==> src/rtl/lob_pkg.sv <==
package lob_pkg;
    typedef enum logic [1:0] {
        SLOT_FREE  = 2'd0,
        SLOT_WAIT  = 2'd1,
        SLOT_READY = 2'd2
    } slot_state_e;
endpackage

==> src/rtl/lob_slot.sv <==
module lob_slot
    import lob_pkg::*;
#(
    parameter int ADDR_W = 32
) (
    input  logic              clk,
    input  logic              rst_n,
    input  logic              alloc_i,
    input  logic              issue_i,
    input  logic [ADDR_W-1:0] issue_addr_i,
    input  logic              free_i,
    input  logic [ADDR_W-1:0] probe_addr_i,
    output logic              hit_o
);
    slot_state_e state_q, state_d;
    logic [ADDR_W-1:0] addr_q;

    // state register
    always_ff @(posedge clk or negedge rst_n) begin
        if (!rst_n) state_q <= SLOT_FREE;
        else        state_q <= state_d;
    end

    // next state: release wins over everything else
    always_comb begin
        state_d = state_q;
        unique case (state_q)
            SLOT_FREE:  if (alloc_i) state_d = SLOT_WAIT;
            SLOT_WAIT:  if (free_i) state_d = SLOT_FREE;
                        else if (issue_i) state_d = SLOT_READY;
            SLOT_READY: if (free_i) state_d = SLOT_FREE;
            default:    state_d = SLOT_FREE;
        endcase
    end

    always_ff @(posedge clk or negedge rst_n) begin
        if (!rst_n) addr_q <= '0;
        else if (state_q == SLOT_WAIT && issue_i && !free_i) addr_q <= issue_addr_i;
    end

    // outputs
    always_comb hit_o = (state_q == SLOT_READY) && (addr_q == probe_addr_i);

    AST_NO_ISSUE_WHILE_FREE: assert property (@(posedge clk) disable iff (!rst_n)
        (state_q == SLOT_FREE && !alloc_i) |=> !hit_o);
endmodule

==> src/rtl/lob_pick.sv <==
module lob_pick #(
    parameter int DEPTH = 4,
    parameter int IDX_W = 2,
    parameter int PTR_W = 3
) (
    input  logic [DEPTH-1:0] hit_i,
    input  logic [IDX_W-1:0] head_idx_i,
    input  logic [PTR_W-1:0] start_dist_i,
    output logic             found_o,
    output logic [IDX_W-1:0] tag_o
);
    logic [IDX_W-1:0] idx;

    // walk from youngest to oldest so the oldest qualifying slot is kept last
    always_comb begin
        found_o = 1'b0;
        tag_o   = '0;
        idx     = '0;
        for (int k = DEPTH - 1; k >= 0; k--) begin
            idx = head_idx_i + IDX_W'(k);
            if (hit_i[idx] && (PTR_W'(k) >= start_dist_i)) begin
                found_o = 1'b1;
                tag_o   = idx;
            end
        end
    end
endmodule

==> src/rtl/lob_ptrs.sv <==
module lob_ptrs #(
    parameter int IDX_W = 2,
    parameter int PTR_W = 3
) (
    input  logic             clk,
    input  logic             rst_n,
    input  logic             alloc_fire_i,
    input  logic             commit_fire_i,
    input  logic             flush_fire_i,
    input  logic [IDX_W-1:0] flush_dist_i,
    output logic [PTR_W-1:0] head_o,
    output logic [PTR_W-1:0] tail_o
);
    always_ff @(posedge clk or negedge rst_n) begin
        if (!rst_n) begin
            head_o <= '0;
            tail_o <= '0;
        end else begin
            if (commit_fire_i) head_o <= head_o + PTR_W'(1);
            if (flush_fire_i)      tail_o <= head_o + PTR_W'(flush_dist_i);
            else if (alloc_fire_i) tail_o <= tail_o + PTR_W'(1);
        end
    end
endmodule

==> src/rtl/load_order_buffer.sv <==
module load_order_buffer #(
    parameter int DEPTH  = 4,
    parameter int ADDR_W = 32,
    localparam int IDX_W = $clog2(DEPTH),
    localparam int PTR_W = IDX_W + 1
) (
    input  logic              clk,
    input  logic              rst_n,
    input  logic              alloc_req,
    output logic [IDX_W-1:0]  alloc_tag,
    output logic [PTR_W-1:0]  tail_pos,
    output logic              full,
    output logic              empty,
    input  logic              issue_valid,
    input  logic [IDX_W-1:0]  issue_tag,
    input  logic [ADDR_W-1:0] issue_addr,
    input  logic              st_chk_valid,
    input  logic [PTR_W-1:0]  st_chk_pos,
    input  logic [ADDR_W-1:0] st_chk_addr,
    input  logic              commit_valid,
    input  logic              flush_valid,
    input  logic [IDX_W-1:0]  flush_tag,
    output logic              viol_valid,
    output logic [IDX_W-1:0]  viol_tag
);
    logic [PTR_W-1:0] head, tail, count, start_dist;
    logic [IDX_W-1:0] head_idx, flush_dist;
    logic [IDX_W-1:0] slot_dist [DEPTH];
    logic [DEPTH-1:0] slot_hit, slot_free, in_flight;
    logic alloc_fire, commit_fire, pick_found;
    logic [IDX_W-1:0] pick_tag;

    assign head_idx    = head[IDX_W-1:0];
    assign count       = tail - head;
    assign full        = (count == PTR_W'(DEPTH));
    assign empty       = (count == '0);
    assign alloc_tag   = tail[IDX_W-1:0];
    assign tail_pos    = tail;
    assign alloc_fire  = alloc_req && !full && !flush_valid;
    assign commit_fire = commit_valid && !empty && !flush_valid;
    assign flush_dist  = flush_tag - head_idx;
    assign start_dist  = st_chk_pos - head;

    lob_ptrs #(.IDX_W(IDX_W), .PTR_W(PTR_W)) u_ptrs (
        .clk(clk), .rst_n(rst_n),
        .alloc_fire_i(alloc_fire), .commit_fire_i(commit_fire),
        .flush_fire_i(flush_valid), .flush_dist_i(flush_dist),
        .head_o(head), .tail_o(tail)
    );

    for (genvar g = 0; g < DEPTH; g++) begin : g_slot
        assign slot_dist[g] = IDX_W'(g) - head_idx;
        assign in_flight[g] = ({1'b0, slot_dist[g]} < count);
        assign slot_free[g] = (commit_fire && head_idx == IDX_W'(g)) ||
                              (flush_valid && in_flight[g] && slot_dist[g] >= flush_dist);
        lob_slot #(.ADDR_W(ADDR_W)) u_slot (
            .clk(clk), .rst_n(rst_n),
            .alloc_i(alloc_fire && alloc_tag == IDX_W'(g)),
            .issue_i(issue_valid && issue_tag == IDX_W'(g)),
            .issue_addr_i(issue_addr),
            .free_i(slot_free[g]),
            .probe_addr_i(st_chk_addr),
            .hit_o(slot_hit[g])
        );
    end

    lob_pick #(.DEPTH(DEPTH), .IDX_W(IDX_W), .PTR_W(PTR_W)) u_pick (
        .hit_i(slot_hit), .head_idx_i(head_idx), .start_dist_i(start_dist),
        .found_o(pick_found), .tag_o(pick_tag)
    );

    always_ff @(posedge clk or negedge rst_n) begin
        if (!rst_n) begin
            viol_valid <= 1'b0;
            viol_tag   <= '0;
        end else begin
            viol_valid <= st_chk_valid && pick_found;
            viol_tag   <= pick_tag;
        end
    end

    AST_NO_OVERFLOW: assert property (@(posedge clk) disable iff (!rst_n)
        count <= PTR_W'(DEPTH));
    AST_FULL_HOLDS: assert property (@(posedge clk) disable iff (!rst_n)
        (full && alloc_req && !commit_valid && !flush_valid) |=> (full && alloc_tag == $past(alloc_tag)));
    AST_TAG_STEP: assert property (@(posedge clk) disable iff (!rst_n)
        (alloc_req && !full && !flush_valid) |=> (alloc_tag == $past(alloc_tag) + IDX_W'(1)));
    AST_COMMIT_FREES: assert property (@(posedge clk) disable iff (!rst_n)
        (full && commit_valid && !flush_valid) |=> !full);
    AST_FLUSH_REWIND: assert property (@(posedge clk) disable iff (!rst_n)
        flush_valid |=> (alloc_tag == $past(flush_tag)));
    AST_VIOL_AFTER_CHECK: assert property (@(posedge clk) disable iff (!rst_n)
        viol_valid |-> $past(st_chk_valid));
    AST_PICK_IS_HIT: assert property (@(posedge clk) disable iff (!rst_n)
        pick_found |-> slot_hit[pick_tag]);
endmodule

==> config.mk <==
export PLATFORM = sky130hd
export DESIGN_NAME = load_order_buffer
export DESIGN_NICKNAME = d
export VERILOG_FILES = /design/src/rtl/lob_pkg.sv /design/src/rtl/lob_slot.sv /design/src/rtl/lob_pick.sv /design/src/rtl/lob_ptrs.sv /design/src/rtl/load_order_buffer.sv
export SDC_FILE = /design/constraint.sdc
export NUM_CORES = 1
export LEC_CHECK = 0
export BUFFER_PORTS_ARGS = -buffer_cell sky130_fd_sc_hd__buf_2
export CAP_MARGIN = 30
export CORE_MARGIN = 2
export CORE_UTILIZATION = 59
export DETAILED_ROUTE_END_ITERATION = 16
export PLACE_DENSITY = 0.82
export RECOVER_POWER = 50
export SLEW_MARGIN = 30
export SYNTH_ARGS = -nofsm -noshare
export SYNTH_HDL_FRONTEND = slang
export SYNTH_SLANG_ARGS = --single-unit
==> constraint.sdc <==
create_clock -name clk -period 5.18 [get_ports clk]
set_input_delay 1.036 -clock clk [delete_from_list [all_inputs] [get_ports clk]]
set_output_delay 1.036 -clock clk [all_outputs]
set_load 0.03 [all_outputs]
======== Word level (Yosys, flattened, before mapping) ========
Cells that the tools add are included.
word-level totals
  flip-flop bits (word level) ............. 145
  latch bits .............................. 0
  memory bits (writable) .................. 0
  ROM bits ................................ 0
  input port bits ......................... 78
  output and inout bits ................... 10
  logic and storage cells ................. 178
  memories kept ........................... 0
operators by class
  add/sub/neg operators ................... 13
  multipliers ............................. 0
  divide/modulo/power cells ............... 0
  order comparisons ....................... 16
  eq/ne operators ......................... 34
  shift operators ......................... 0
  multiplexer cells ....................... 38
  bitwise gates (word level) .............. 0
  reductions and logical operators ........ 65
operator list
  operator             number
  $eq 32x32->1         4
  $logic_and 1x1->1    41
  $mux 2               20
  $pmux 2 s3           4
  $eq 2x2->1 const B   10
  $ne 2x1->1 const B   8
  $eq 2x1->1 const B   7
  $logic_not 2->1      7
  $lt 2x3->1           4
  $lt 2x3->1 const B   4
  $ne 3x1->1 const B   4
  $reduce_and 3->1     4
  $bmux 1 s2           4
  $ge 2x2->1           4
  $mux 1               8
  $logic_not 1->1      7
  $add 3x1->3 const B  2
  $ge 1x3->1 const A   2
  $ge 2x3->1 const A   2
  $mux 3               2
  $sub 3x3->3          2
  $add 2x2->2 const B  2
  $logic_or 1x1->1     4
  $sub 1x2->2 const A  2
  other kinds (7)      8

======== Longest topological paths before layout ========
  word-level depth ........................ 10
  gate-level depth with buffers ........... 13
  depth with buffers taken out ............ 12

======== Cells and area by module ========
Synthesis repeated with hierarchy kept, for this count alone.
second synthesis, totals
  cell total of the unflattened synthesis .. 652
  area, all modules ....................... 8127.8 um2
by module, submodules not included
  module             instances  cells each  area each (um2)  seq. area each (um2)
  lob_slot           4          120         1661.6           850.8
  load_order_buffer  1          95          780.7            75.1
  lob_pick           1          48          385.4            0.0
  lob_ptrs           1          29          315.3            150.1

======== Worst setup path after synthesis ========
No wires, ideal clock.
  path kind ............................... input port to flip-flop
  start point ............................. input flush_tag[0]
  end point ............................... register g_slot[1].u_slot.addr_q[0]
  arrival time ............................ 3354 ps
  data required time ...................... 5055 ps
  path slack .............................. 1701 ps
  stages .................................. 11
  buffers on the path ..................... 1
  path through ............................ inv_1 -> ha_1 -> fa_1 -> inv_1 -> ha_1 -> o21ai_0 -> o21ai_0 -> a32o_1 -> nor2_1 -> buf_4 -> mux2_2
on the way
  longest elaborated chain between the ends .. 6
ends and longest elaborated chain
  what                  line                     text
  start, declared       load_order_buffer.sv:22  input logic [IDX_W-1:0] flush_tag,
  $sub 2x2->2           load_order_buffer.sv:41  assign flush_dist = flush_tag - head_idx;
  $ge 2x2->1            load_order_buffer.sv:55  (flush_valid && in_flight[g] && slot_dist[g] >= flush_dist);
  $logic_and 1x1->1     load_order_buffer.sv:55
  $logic_or 1x1->1      load_order_buffer.sv:54  assign slot_free[g] = (commit_fire && head_idx == IDX_W'(g)) ||
  $logic_not 1->1       lob_slot.sv:38           else if (state_q == SLOT_WAIT && issue_i && !free_i) addr_q <= issue_addr_i;
  $logic_and 1x1->1     lob_slot.sv:38
  end signal, assigned  lob_slot.sv:38
  end, declared         lob_slot.sv:16           logic [ADDR_W-1:0] addr_q;
No other way between the ends.
A chain may end at the register's enable or synchronous reset.

======== Final worst setup path ========
  start point ............................. register u_ptrs.head_o[1]
  end point ............................... register g_slot[0].u_slot.addr_q[29]
on the way
  longest elaborated chain between the ends .. 9
  elaborated cells between the ends (all ways) .. 16
  those cells by class .................... add/sub: 3; order compare: 2; reduce/logical: 11
ends and longest elaborated chain
  what                                                 line                     text
  start, declared                                      lob_ptrs.sv:11           output logic [PTR_W-1:0] head_o,
  start signal, assigned                               lob_ptrs.sv:19           if (commit_fire_i) head_o <= head_o + PTR_W'(1);
  branches (longest 6 deep; another with $sub 3x3->3)  --
  $logic_or 1x1->1 *                                   load_order_buffer.sv:54
  $logic_not 1->1 *                                    lob_slot.sv:38
  $logic_and 1x1->1 *                                  lob_slot.sv:38
  end signal, assigned                                 lob_slot.sv:38
  end, declared                                        lob_slot.sv:16
Every way passes the cells marked *.

==> metrics.md <==
| Metric | Value |
|---|---|
| Status | finished, violations left |
| Failing checks | max-capacitance violations, max-slew violations |
| Setup Buffers After CTS | 0 |
| TritonCTS buffer count | 17 |
| Clock buffer depth | 2 |
| Antenna-violating nets left | 0 |
| Placed instance area | a little under 9000 µm² |
| Hold WC Path Type | flop to flop |
| Net count, final | about 850 |
| Achievable Freq | 233 MHz |
| # rows | 43 |
| Synthesis-to-finish area growth | 12.1% |
| Num ports | 88 |
| MaxCap Viol Count | 1 |
| Setup TNS | 0 ns |
| Critical path launch point type | flop |
| Final WL | just under 20 mm |
| Global-route usage over all layers | between 20 and 30% |
| Placer Congestion | approximately 0.86 |
| Port buffer count | 87 |
| Setup slack after layout | roughly 0.88 ns |
| Critical path's most frequent cell | xnor2_2 |
| Mapped Cells | approximately 680 |
| Leading cell types by count after synthesis | dfrtp_1, xnor2_1, mux2_2, nand4_1, mux2_4 |
| DRT Pass-1 Iters | 5 |
| DP Wirelength | between 10 and 15 mm |
| Overall Power | approximately 5.2 mW |
| Gr busiest metal | met2 |
| GRT met2 Usage | 46.3% |
| Req. time, crit path | ~5.5 ns |
| Final Hold Viols | 0 |
| Top_reg_cell synth | dfrtp_1 |
| Starting Density | ~60% |
| Iteration-0 DRC Markers | about 360 |
| Clock Latency Late Sink | ~0.43 ns |
| Leak pwr | 4.21 nW |
| H-tree depth | 4 |
| Initial antenna violation count | 0 |
| Worst path bufs/invs | 2 |
| CP max FO | 20 |
| GR met3 Demand/Resource | 8.05% |
| Slew Limit Fails | roughly 120 |
| FF+latch count, synth | 145 |
| Cell chain of the critical path | inv_1, fa_1, xnor2_2, xnor2_2, and2b_1, nor3b_2, a32o_1, or2_2, buf_4, mux2_4 |
| Worst-path clk slew | approximately 0.060 ns |
| Largest net degree at the start of global routing | ~120 |
| Post-synth top area share | 44.2% |
| Pre-CTS setup slack | slightly above 0.9 ns |
| Arr. time, crit path | around 4.6 ns |
| Synthesized Nets | ~780 |
| Vias per cell | 5.87 |
| Vias in the first global route | roughly 5700 |
| Core Region | approximately 14000 µm² |
| Number of flops mapped to enable cells by yosys | 0 |
| Minimum clock period | between 4 and 5 ns |
| Pwr per Cell Area | 567 nW/µm² |
| Critical path's largest stage delay | ~0.64 ns |
| Final Cell Area | ~9200 µm² |
| DRC | 0 |
| First-pass GRT wire length | between 30 and 40 mm |
| Synth Area per Inst | 12.1 µm² |
| Cell with the most instances after synthesis | dfrtp_1 |
| Die ar. | ~15000 µm² |
| # clock sinks | roughly 150 |
| Post-CTS Resized | 0 |
| Post-DR wirelength/cell | 21.2 µm |
| Hold_buf cts | 0 |
| Yosys warnings | 0 |
| Fillcell total | 1040 |
| M1 GR Usage | between 30% and 40% |
| Hold Slack | approximately 0.45 ns |
| Final Setup Violations | 0 |
| Slew headroom | -87.2% |
| Root buf cell | clkbuf_16 |
| Final period utilization | 82.9% |
| CP endpoint kind | flop |
| Post-synth top area cell | dfrtp_1 |
| Die height | ~120 µm |
| Vias | 5498 |
| Overflow after GRT | 0 |
| Syn Std Cell Area | 8210 µm² |
| Clock skew | between 0.007 and 0.008 ns |
| Post-synthesis sequential area ratio | ~44% |
| Synth cell types | between 50 and 60 |
| ANT cells | 0 |
| Ys async rst share | 100% |
| RSZ-0062 raised after global routing | false |
| Crit path max-delay cell type | or2_2 |
| Worst ir drop on vdd | just over 0.0003 V |
| Top cells by area, synth | dfrtp_1, mux2_2, xnor2_1 |
| CTS tree | yes |
| Chip Width | 122 µm |
| Type of the worst setup path | flop to flop |
| CP delay by family, top | simple AND/OR/NAND/NOR gates |
| Share of layout cells above drive strength 1 | 34.1% |
| Slew @ Worst Pin | between 2 and 3 ns |
==> where the power goes <==
group	switching [mW]	internal (mW)	total (mW)
logic	1.07	1.06	2.13
clock network	0.449	0.684	1.13
registers	0.370	1.58	1.95
total	1.88	3.33	5.22
==> per-layer routing <==
layer | part of all wire [%] | vias to the layer above
met5 | 0 | -
met1 | 43 | 2799
met4 | 3.1 | 0
li1 | - | 2490
met2 | 48 | 162
met3 | 6.4 | 47
==> cell families (layout without fill, tap and decap cells) <==
group,after synthesis,count (layout),synth area share [%]
muxes,133,133,19.7
DFF,145,145,44.2
and+or+nand+nor,127,127,9.18
adders and majority gates,26,26,4.33
buffers and inverters,58,137,3.64
AOI/OAI and AO/OA,50,50,4.04
xor gates and xnor gates,138,138,14.9
==> per-stage QoR <==
stage | utilization, % | std cells
floorplan | - | 677
global placement | 63.3 | 908
detailed placement | 63.3 | 908
CTS | 67.2 | 936
global route | 67.1 | 936
finish | 67.1 | 936
==> state kept, by name (all words and copies together) (netlist names) <==
signal / count
viol_tag: 2
u_ptrs.tail_o: 3
u_ptrs.head_o: 3
viol_valid: 1
g_slot.u_slot.state_q: 8
g_slot.u_slot.addr_q: 128
==> area by class of cell <==
cell class              count  area [µm²]  area share [%]
flip-flops and latches    145        3630            39.4
clock inverters             6        60.1           0.653
inverters                  16        60.1           0.653
clock buffers              22         474            5.15
multi-input cells         474        4280            46.5
well taps                 180         225            2.45
repair buffers             93         472            5.13
==> placed cells by master (no fill, tap or decap), types with 7 or more instances in the layout <==
cell,synthesis,layout
dfrtp_1,145,145
xnor2_1,124,124
mux2_2,98,98
buf_2,6,81
nand4_1,32,32
mux2_4,30,30
ha_1,22,22
clkbuf_16,0,17
inv_1,16,16
nand2_1,16,16
nand3_1,15,15
o21ai_0,15,15
nor2_1,15,14
a21oi_1,14,14
xor2_1,12,12
nor2b_1,8,8
nor3_1,7,7
clkbuf_1,16,7
==> worst register-to-register path: cells and delay by family (launching register included) <==
family | cells | cell delay (ns)
xor+xnor | 2 | 0.37
flops | 1 | 0.62
mux | 1 | 0.32
compound gates | 1 | 0.26
simple gates | 3 | 1.37
fa+ha+maj | 1 | 0.54
buf+inv | 2 | 0.72
==> path summary, 6_finish.rpt <==
path | start | endpoint | slack (ns) | cells after the start
min | g_slot[0].u_slot.state_q[1]$_DFFE_PN0P_ | g_slot[0].u_slot.state_q[0]$_DFFE_PN0P_ | 0.45 | 1
max | u_ptrs.head_o[1]$_DFFE_PN0N_ | g_slot[0].u_slot.addr_q[29]$_DFFE_PN0P_ | 0.88 | 10
max reg2reg | u_ptrs.head_o[1]$_DFFE_PN0N_ | g_slot[0].u_slot.addr_q[29]$_DFFE_PN0P_ | 0.88 | 10
max in group asynchronous | rst_n | u_ptrs.head_o[1]$_DFFE_PN0N_ | 1.64 | 2
min reg2reg | g_slot[0].u_slot.state_q[1]$_DFFE_PN0P_ | g_slot[0].u_slot.state_q[0]$_DFFE_PN0P_ | 0.45 | 1
min in group asynchronous | rst_n | g_slot[3].u_slot.addr_q[31]$_DFFE_PN0P_ | 1.49 | 1
Note: power is estimated with default switching activity, not from simulation.
